--- src/rtl/aer_seq_pkg.sv ---
package aer_seq_pkg;

  // Opcode in the two top bits of a command word
  typedef enum logic [1:0] {
    OP_END   = 2'b00,
    OP_EMIT  = 2'b01,
    OP_DELAY = 2'b10,
    OP_WAIT  = 2'b11
  } opCode_e;

  typedef enum logic [2:0] {
    ST_IDLE,
    ST_FETCH,
    ST_EXEC,
    ST_AER_REQ,
    ST_AER_REL,
    ST_BYP,
    ST_DELAY,
    ST_WAIT
  } seqState_e;

  // Strobes from control to datapath
  typedef struct packed {
    logic loadCmd;
    logic latchMode;
    logic loadDelay;
    logic decDelay;
  } dpStrobe_t;

endpackage

--- src/rtl/aer_seq_dp.sv ---
module aer_seq_dp
  import aer_seq_pkg::*;
#(
  parameter int FIELD_W = 16,
  parameter int TIME_W  = 32
) (
  input  logic                 clk,
  input  logic                 rstN,
  input  dpStrobe_t            strb,
  input  logic [FIELD_W+1:0]   fifoData,
  input  logic                 bypassIn,
  input  logic [TIME_W-1:0]    sysTime,
  input  logic                 timeTick,
  output opCode_e              opCode,
  output logic [FIELD_W-1:0]   evAddr,
  output logic                 fieldZero,
  output logic                 delayLast,
  output logic                 timeMatch,
  output logic                 modeBypass
);

  localparam int CMD_W = FIELD_W + 2;

  logic [CMD_W-1:0]   cmdReg;
  logic [FIELD_W-1:0] delayCnt;
  logic               modeReg;
  logic [FIELD_W-1:0] field;
  logic [FIELD_W-1:0] timeLow;

  always_ff @(posedge clk) begin
    if (!rstN) begin
      cmdReg   <= '0;
      delayCnt <= '0;
      modeReg  <= 1'b0;
    end else begin
      if (strb.loadCmd)   cmdReg  <= fifoData;
      if (strb.latchMode) modeReg <= bypassIn;
      if (strb.loadDelay) begin
        delayCnt <= cmdReg[FIELD_W-1:0];
      end else if (strb.decDelay && (delayCnt != '0)) begin
        delayCnt <= delayCnt - FIELD_W'(1);
      end
    end
  end

  assign field      = cmdReg[FIELD_W-1:0];
  assign opCode     = opCode_e'(cmdReg[CMD_W-1:CMD_W-2]);
  assign evAddr     = field;
  assign fieldZero  = (field == '0);
  assign delayLast  = (delayCnt == FIELD_W'(1));
  assign modeBypass = modeReg;

  // Width of the time value picks how the comparison slice is formed
  generate
    if (TIME_W > FIELD_W) begin : g_timeWide
      logic unusedTimeHi;
      assign timeLow      = sysTime[FIELD_W-1:0];
      assign unusedTimeHi = ^sysTime[TIME_W-1:FIELD_W];
    end else if (TIME_W == FIELD_W) begin : g_timeEqual
      assign timeLow = sysTime;
    end else begin : g_timeNarrow
      assign timeLow = {{(FIELD_W-TIME_W){1'b0}}, sysTime};
    end
  endgenerate

  assign timeMatch = timeTick && (timeLow == field);

  // The delay counter moves only after a tick, except when it is being loaded
  AST_DELAY_ON_TICK: assert property (@(posedge clk) disable iff (!rstN)
    (delayCnt != $past(delayCnt)) && !$past(strb.loadDelay) |-> $past(timeTick));

endmodule

--- src/rtl/aer_seq_ctrl.sv ---
module aer_seq_ctrl
  import aer_seq_pkg::*;
(
  input  logic      clk,
  input  logic      rstN,
  input  logic      startPulse,
  input  logic      fifoEmpty,
  input  opCode_e   opCode,
  input  logic      fieldZero,
  input  logic      delayLast,
  input  logic      timeMatch,
  input  logic      modeBypass,
  input  logic      timeTick,
  input  logic      aerAck,
  input  logic      bypReady,
  output dpStrobe_t strb,
  output logic      fifoRead,
  output logic      aerReq,
  output logic      bypValid,
  output logic      busy
);

  seqState_e state, nxt;

  always_ff @(posedge clk) begin
    if (!rstN) state <= ST_IDLE;
    else       state <= nxt;
  end

  always_comb begin
    nxt      = state;
    strb     = '0;
    fifoRead = 1'b0;
    unique case (state)
      ST_IDLE: begin
        if (startPulse) begin
          strb.latchMode = 1'b1;
          nxt            = ST_FETCH;
        end
      end
      ST_FETCH: begin
        if (fifoEmpty) begin
          nxt = ST_IDLE;
        end else begin
          fifoRead     = 1'b1;
          strb.loadCmd = 1'b1;
          nxt          = ST_EXEC;
        end
      end
      ST_EXEC: begin
        unique case (opCode)
          OP_END:  nxt = ST_IDLE;
          OP_EMIT: nxt = modeBypass ? ST_BYP : ST_AER_REQ;
          OP_DELAY: begin
            strb.loadDelay = 1'b1;
            nxt            = fieldZero ? ST_FETCH : ST_DELAY;
          end
          OP_WAIT: nxt = ST_WAIT;
          default: nxt = ST_IDLE;
        endcase
      end
      ST_AER_REQ: if (aerAck)   nxt = ST_AER_REL;
      ST_AER_REL: if (!aerAck)  nxt = ST_FETCH;
      ST_BYP:     if (bypReady) nxt = ST_FETCH;
      ST_DELAY: begin
        strb.decDelay = timeTick;
        if (timeTick && delayLast) nxt = ST_FETCH;
      end
      ST_WAIT:    if (timeMatch) nxt = ST_FETCH;
      default:    nxt = ST_IDLE;
    endcase
  end

  assign aerReq   = (state == ST_AER_REQ);
  assign bypValid = (state == ST_BYP);
  assign busy     = (state != ST_IDLE);

  AST_REQ_HOLD: assert property (@(posedge clk) disable iff (!rstN)
    aerReq && !aerAck |=> aerReq);
  AST_REQ_DROP: assert property (@(posedge clk) disable iff (!rstN)
    aerReq && aerAck |=> !aerReq);
  AST_FETCH_ACK_LOW: assert property (@(posedge clk) disable iff (!rstN)
    fifoRead |-> !aerAck);
  AST_BYP_HOLD: assert property (@(posedge clk) disable iff (!rstN)
    bypValid && !bypReady |=> bypValid);
  AST_BUSY_START: assert property (@(posedge clk) disable iff (!rstN)
    $rose(busy) |-> $past(startPulse));
  AST_END_IDLE: assert property (@(posedge clk) disable iff (!rstN)
    (state == ST_EXEC) && (opCode == OP_END) |=> !busy);

endmodule

--- src/rtl/aer_cmd_seq.sv ---
module aer_cmd_seq
  import aer_seq_pkg::*;
#(
  parameter int FIELD_W = 16,
  parameter int TIME_W  = 32
) (
  input  logic                 clk,
  input  logic                 rstN,
  input  logic                 startPulse,
  input  logic                 bypassMode,
  input  logic [FIELD_W+1:0]   fifoData,
  input  logic                 fifoEmpty,
  output logic                 fifoRead,
  input  logic [TIME_W-1:0]    sysTime,
  input  logic                 timeTick,
  output logic                 aerReq,
  output logic [FIELD_W-1:0]   aerAddr,
  input  logic                 aerAck,
  output logic                 bypValid,
  output logic [FIELD_W-1:0]   bypAddr,
  input  logic                 bypReady,
  output logic                 busy
);

  dpStrobe_t          strb;
  opCode_e            opCode;
  logic [FIELD_W-1:0] evAddr;
  logic               fieldZero, delayLast, timeMatch, modeBypass;

  aer_seq_ctrl u_ctrl (
    .clk        (clk),
    .rstN       (rstN),
    .startPulse (startPulse),
    .fifoEmpty  (fifoEmpty),
    .opCode     (opCode),
    .fieldZero  (fieldZero),
    .delayLast  (delayLast),
    .timeMatch  (timeMatch),
    .modeBypass (modeBypass),
    .timeTick   (timeTick),
    .aerAck     (aerAck),
    .bypReady   (bypReady),
    .strb       (strb),
    .fifoRead   (fifoRead),
    .aerReq     (aerReq),
    .bypValid   (bypValid),
    .busy       (busy)
  );

  aer_seq_dp #(
    .FIELD_W (FIELD_W),
    .TIME_W  (TIME_W)
  ) u_dp (
    .clk        (clk),
    .rstN       (rstN),
    .strb       (strb),
    .fifoData   (fifoData),
    .bypassIn   (bypassMode),
    .sysTime    (sysTime),
    .timeTick   (timeTick),
    .opCode     (opCode),
    .evAddr     (evAddr),
    .fieldZero  (fieldZero),
    .delayLast  (delayLast),
    .timeMatch  (timeMatch),
    .modeBypass (modeBypass)
  );

  assign aerAddr = evAddr;
  assign bypAddr = evAddr;

endmodule

--- config.mk ---
export PLATFORM = sky130hd
export DESIGN_NAME = aer_cmd_seq
export DESIGN_NICKNAME = d
export VERILOG_FILES = /design/src/rtl/aer_seq_pkg.sv /design/src/rtl/aer_seq_dp.sv /design/src/rtl/aer_seq_ctrl.sv /design/src/rtl/aer_cmd_seq.sv
export SDC_FILE = /design/constraint.sdc
export NUM_CORES = 1
export LEC_CHECK = 0
export ABC_AREA = 1
export CAP_MARGIN = 40
export CORE_UTILIZATION = 50
export DETAILED_ROUTE_END_ITERATION = 10
export DONT_BUFFER_PORTS = 1
export GPL_ROUTABILITY_DRIVEN = 0
export SLEW_MARGIN = 20
export SYNTH_ARGS = -nofsm -noshare
export SYNTH_HDL_FRONTEND = slang
export SYNTH_HIERARCHICAL = 1
export SYNTH_SLANG_ARGS = --single-unit
--- constraint.sdc ---
create_clock -name clk -period 3.1 [get_ports clk]
set_input_delay 0.62 -clock clk [delete_from_list [all_inputs] [get_ports clk]]
set_output_delay 0.62 -clock clk [all_outputs]
set_load 0.05 [all_outputs]
# Yosys cells after proc, flatten, opt, wreduce, memory -nomap -nowiden
# Cells that the tools add are included.
dict set report word_totals {
  ram_bits 0
  word_cells 53
  rom_bits 0
  in_bits 58
  latchBits 0
  regBits 38
  memories 0
}
dict set report op_classes {
  multipliers 0
  addsub 1
  bitwise 0
  n_eq_ne 18
  reduce_logical 10
  n_div 0
  n_lt_le_gt_ge 0
  n_shift 0
  n_mux 20
}
# op count
set op_table {}
lappend op_table {{$mux 16} 2}
lappend op_table {{$mux 3} 8}
lappend op_table {{$pmux 3 s8} 1}
lappend op_table {{$eq 16x1->1 const B} 1}
lappend op_table {{$eq 16x16->1} 1}
lappend op_table {{$logic_not 16->1} 1}
lappend op_table {{$reduce_bool 16->1} 1}
lappend op_table {{$sub 16x1->16 const B} 1}
lappend op_table {{$eq 3x3->1 const B} 4}
lappend op_table {{$pmux 3 s4} 1}
lappend op_table {{$mux 1} 7}
lappend op_table {{$eq 3x2->1 const B} 2}
lappend op_table {{$ne 2x1->1 const B} 3}
lappend op_table {{$ne 2x2->1 const B} 3}
lappend op_table {{$reduce_and 6->1} 1}
lappend op_table {{$eq 2x2->1 const B} 2}
lappend op_table {{$eq 3x1->1 const B} 1}
lappend op_table {{$logic_and 1x1->1} 3}
lappend op_table {{$logic_not 3->1} 1}
lappend op_table {{$reduce_bool 3->1} 1}
lappend op_table {{$eq 2x1->1 const B} 1}
lappend op_table {{$logic_not 2->1} 1}
lappend op_table {{$mux 2} 1}
lappend op_table {{$reduce_bool 2->1} 1}

# Longest topological paths before layout
dict set report logic_depth {
  depth_word 5
  ltp_mapped 12
  depth_no_buf 12
}

# By module
# Netlist, hierarchy kept.
# mod cells_per_inst n_inst area_per_inst_um2
set by_module_without_submodules {}
lappend by_module_without_submodules {aer_seq_dp 328 1 2098.3}
lappend by_module_without_submodules {aer_seq_ctrl 61 1 350.3}
lappend by_module_without_submodules {aer_cmd_seq 16 1 120.1}

# Worst setup path before layout
# OpenSTA, ideal clock, no wires.
dict set report synth_timing {
  path_type {input to register}
  start {in fifoEmpty}
  end {reg u_dp.cmdReg[13]}
  arrival_time_ps 2529
  setup_slack_ps 438
  required_time_ps 2967
  path_stages 6
  cell_sequence {nor3_1 > buf_4 > inv_1 > clkbuf_1 > o21ai_0 > a21oi_1}
}
# item line
set synth_rtl {}
lappend synth_rtl {{start: declaration} aer_cmd_seq.sv:12} ;# input logic fifoEmpty,
lappend synth_rtl {{end signal: assignment} aer_seq_dp.sv:36} ;# if (strb.loadCmd) cmdReg <= fifoData;
lappend synth_rtl {{end: declaration} aer_seq_dp.sv:24} ;# logic [CMD_W-1:0] cmdReg;

==> metrics <==
hold slack final=0.436 ns; via count of the routed design=2478; post-route total power=1.44 mW; power density over cell area=538 mW/mm^2; syn nets=465; routed wire length per instance=14.2 um; horizontal die dimension=73.7 um; cell family with most CP delay=buffers and inverters; Fin Clk Skew=0.0121 ns; kind of critical path=reg -> reg; Critical R2R Capture=u_dp/delayCnt[0]; NumNets Final=462; Peak VDD IR=0.361 mV; Yosys cell types=33; ratio of cells with drive above 1 in the final layout=12.4%; largest stage delay on the critical path=0.61 ns; remaining max-slew budget at the tightest pin=55.1%; synthesized area=0.00257 sq mm; I/O pin total=94; max-slew violations=0; post-cts gate resize count=0; Post-Syn Area per Cell=6.34 sq um; Worst Max-Slew Pin Slew=0.673 ns; placeable core region=0.00482 sq mm; number of clock sinks=38; total setup violations reported at the end of the flow=0; die height=73.7 um; combined area of the multi-input logic cells=0.00145 sq mm; Required @ worst endpoint=3.28 ns; reg-to-reg startpoint=u_ctrl/state[2]; TritonCTS clock tree=built; residual antenna-violating net count after detailed routing=0; final worst-path cycle share=72.2%; Arr. time, crit path=2.41 ns; path type of the worst min-delay path=in -> reg; worst r2r path cells=8; Synth Instances=405; number of cells in the finished layout apart from fillers=470; final period demand of the worst path=2.24 ns; CP endpoint kind=register; number of maximum-capacitance constraint violations=0; most frequent standard cell in the layout excluding fill and tap cells=nand2_1; Residual DRC=0; critical path launch point=u_ctrl/state[2]; count of cell instances traversed by the critical path=8; total number of placement rows=25; insertion delay to the later sink of the worst-skew pair=0.29 ns; Area growth syn-to-layout=4.43%; antenna diode count=0; total of buffers placed on input and output ports=0; Bufs and invs on worst path=2; Slowest-stage cell, CP=dfxtp_1; starting density of the core=53.3%; Reg area=761 sq um; crit path max fanout=21; leading cell types in the layout, fill and taps excluded=nand2_1, nor2_1, dfxtp_1, inv_1, o21ai_0; Num CTS Buffers=5; wire length of the first global-routing pass=11000 um; RSZ-0062 raised after global routing=false; share of synthesized area occupied by flip-flops and latches=29.6%; R2R Setup Slk=0.86 ns; Setup Total Neg Slack=0 ns; average vias per placed instance=5.27; antenna violations before repair=0; outcome=finished clean; number of DRC markers in iteration 0=129; area fraction of the dominant cell type after synthesis=29.6%; end of the critical path=u_dp/delayCnt[0]; Worst setup SP type=register; dominant cells by area after synthesis=dfxtp_1, nand2_1, nor2_1, o21ai_0, a21oi_1; Fillers=514; highest clock frequency the design can meet=0.447 GHz; drt total wl=6690 um; # Post-CTS Setup Buffers=0; FF+latch count, synth=38; DP Cell Count=462; Layout Cell Area excl Fill=0.00268 sq mm; root buffer selected by CTS=clkbuf_8; number of hold violations in the final report=0; Reg clk slew, reported paths=0.08 ns; H-tree level count=2; full die area=0.00543 sq mm; vias in the first global route=2317; dpl cell area=0.00259 sq mm; top cell type by total area after synthesis=dfxtp_1; # hold bufs at CTS=0; Yosys warning count=6; maximum number of pins on one net before global-route repair=28; Bufs on Longest Clock Path=2; all-layer global routing usage=26.4%; cells along the critical path=nor3_2, nand2_1, nor2_1, buf_4, inv_1, nand2_2, o21ai_0, a21oi_1; global route total overflow=0; placed wire-length estimate=5000 um; router iterations before antenna repair=4; Leak=1.27 nW
-- flip-flops by register name (all words and copies together) (netlist names) --
| name | count |
|---|---|
| u_dp/modeBypass | 1 |
| u_dp/cmdReg | 18 |
| u_ctrl/state | 3 |
| u_dp/delayCnt | 16 |
-- report_power, final --
group | internal (mW) | leakage [nW] | switching, mW | total, mW
logic | 0.129 | 0.917 | 0.372 | 0.501
clock network | 0.180 | 0.0482 | 0.175 | 0.354
registers | 0.527 | 0.309 | 0.0620 | 0.589
total | 0.835 | 1.27 | 0.609 | 1.44
-- synthesized netlist by cell type, drive strengths merged --
master	instances
nand2	98
nor2	76
dfxtp	38
inv	37
o21ai	31
a21oi	28
nand3	24
buf	22
clkbuf	7
nor3	7
nor4	6
xnor2	5
xor2	5
nand3b	4
nand4	3
a22o	2
dlygate4sd1	2
ha	2
o211ai	2
o22ai	2
a21boi	1
a221oi	1
a31oi	1
o21bai	1
-- final cells by class --
cell class	instances	area share, %
repair buffers	21	5.88
multi-input cells	299	54.1
clock inverters	1	0.187
inverters	37	5.18
well taps	67	3.13
clock buffers	7	3.22
flip-flops and latches	38	28.4
-- how the worst min path moves through the flow --
stage                           from                end  slack [ns]  cells after the start
finish                          rstN    u_ctrl/state[0]        0.44                      2
global route                    rstN  u_dp/delayCnt[11]        0.43                      2
CTS                             rstN  u_dp/delayCnt[11]        0.43                      2
detailed placement   u_dp/cmdReg[14]    u_dp/cmdReg[14]        0.49                      2
global placement     u_dp/cmdReg[14]    u_dp/cmdReg[14]        0.49                      2
floorplan           u_dp/delayCnt[7]   u_dp/delayCnt[7]        0.50                      2
-- layer usage --
layer  up-vias  global-route usage (%)  wire, um
li1       1284                       -         -
met1      1108                    32.5      3000
met2        79                    45.2      3080
met3         7                    6.86       522
met4         0                    7.69        80
met5         -                       0         0
-- cells by family (layout without fill, tap and decap cells) --
logic type | count (synthesis) | after routing | share of synthesized area [%]
AOI/OAI and AO/OA | 69 | 69 | 14.7
and+or+nand+nor | 218 | 218 | 37.2
buffers and inverters | 68 | 66 | 14.1
xor gates and xnor gates | 10 | 10 | 3.41
DFF | 38 | 38 | 29.6
adders and majority gates | 2 | 2 | 0.974
-- worst reg2reg max path: stages (launching register included) --
cell     delay [ns]
dfxtp_1        0.61
nor3_2         0.12
nand2_1        0.08
nor2_1         0.04
buf_4          0.21
inv_1          0.48
nand2_2        0.31
o21ai_0        0.23
a21oi_1        0.06
-- per-stage QoR --
step / util, % / setup WS (ns)
finish: 55.7 / 0.863
global route: 55.7 / 0.562
CTS: 55.7 / 0.887
detailed placement: 53.8 / 0.901
global placement: 53.8 / 0.945
floorplan: - / 0.438
(Power assumes the default switching activity.)
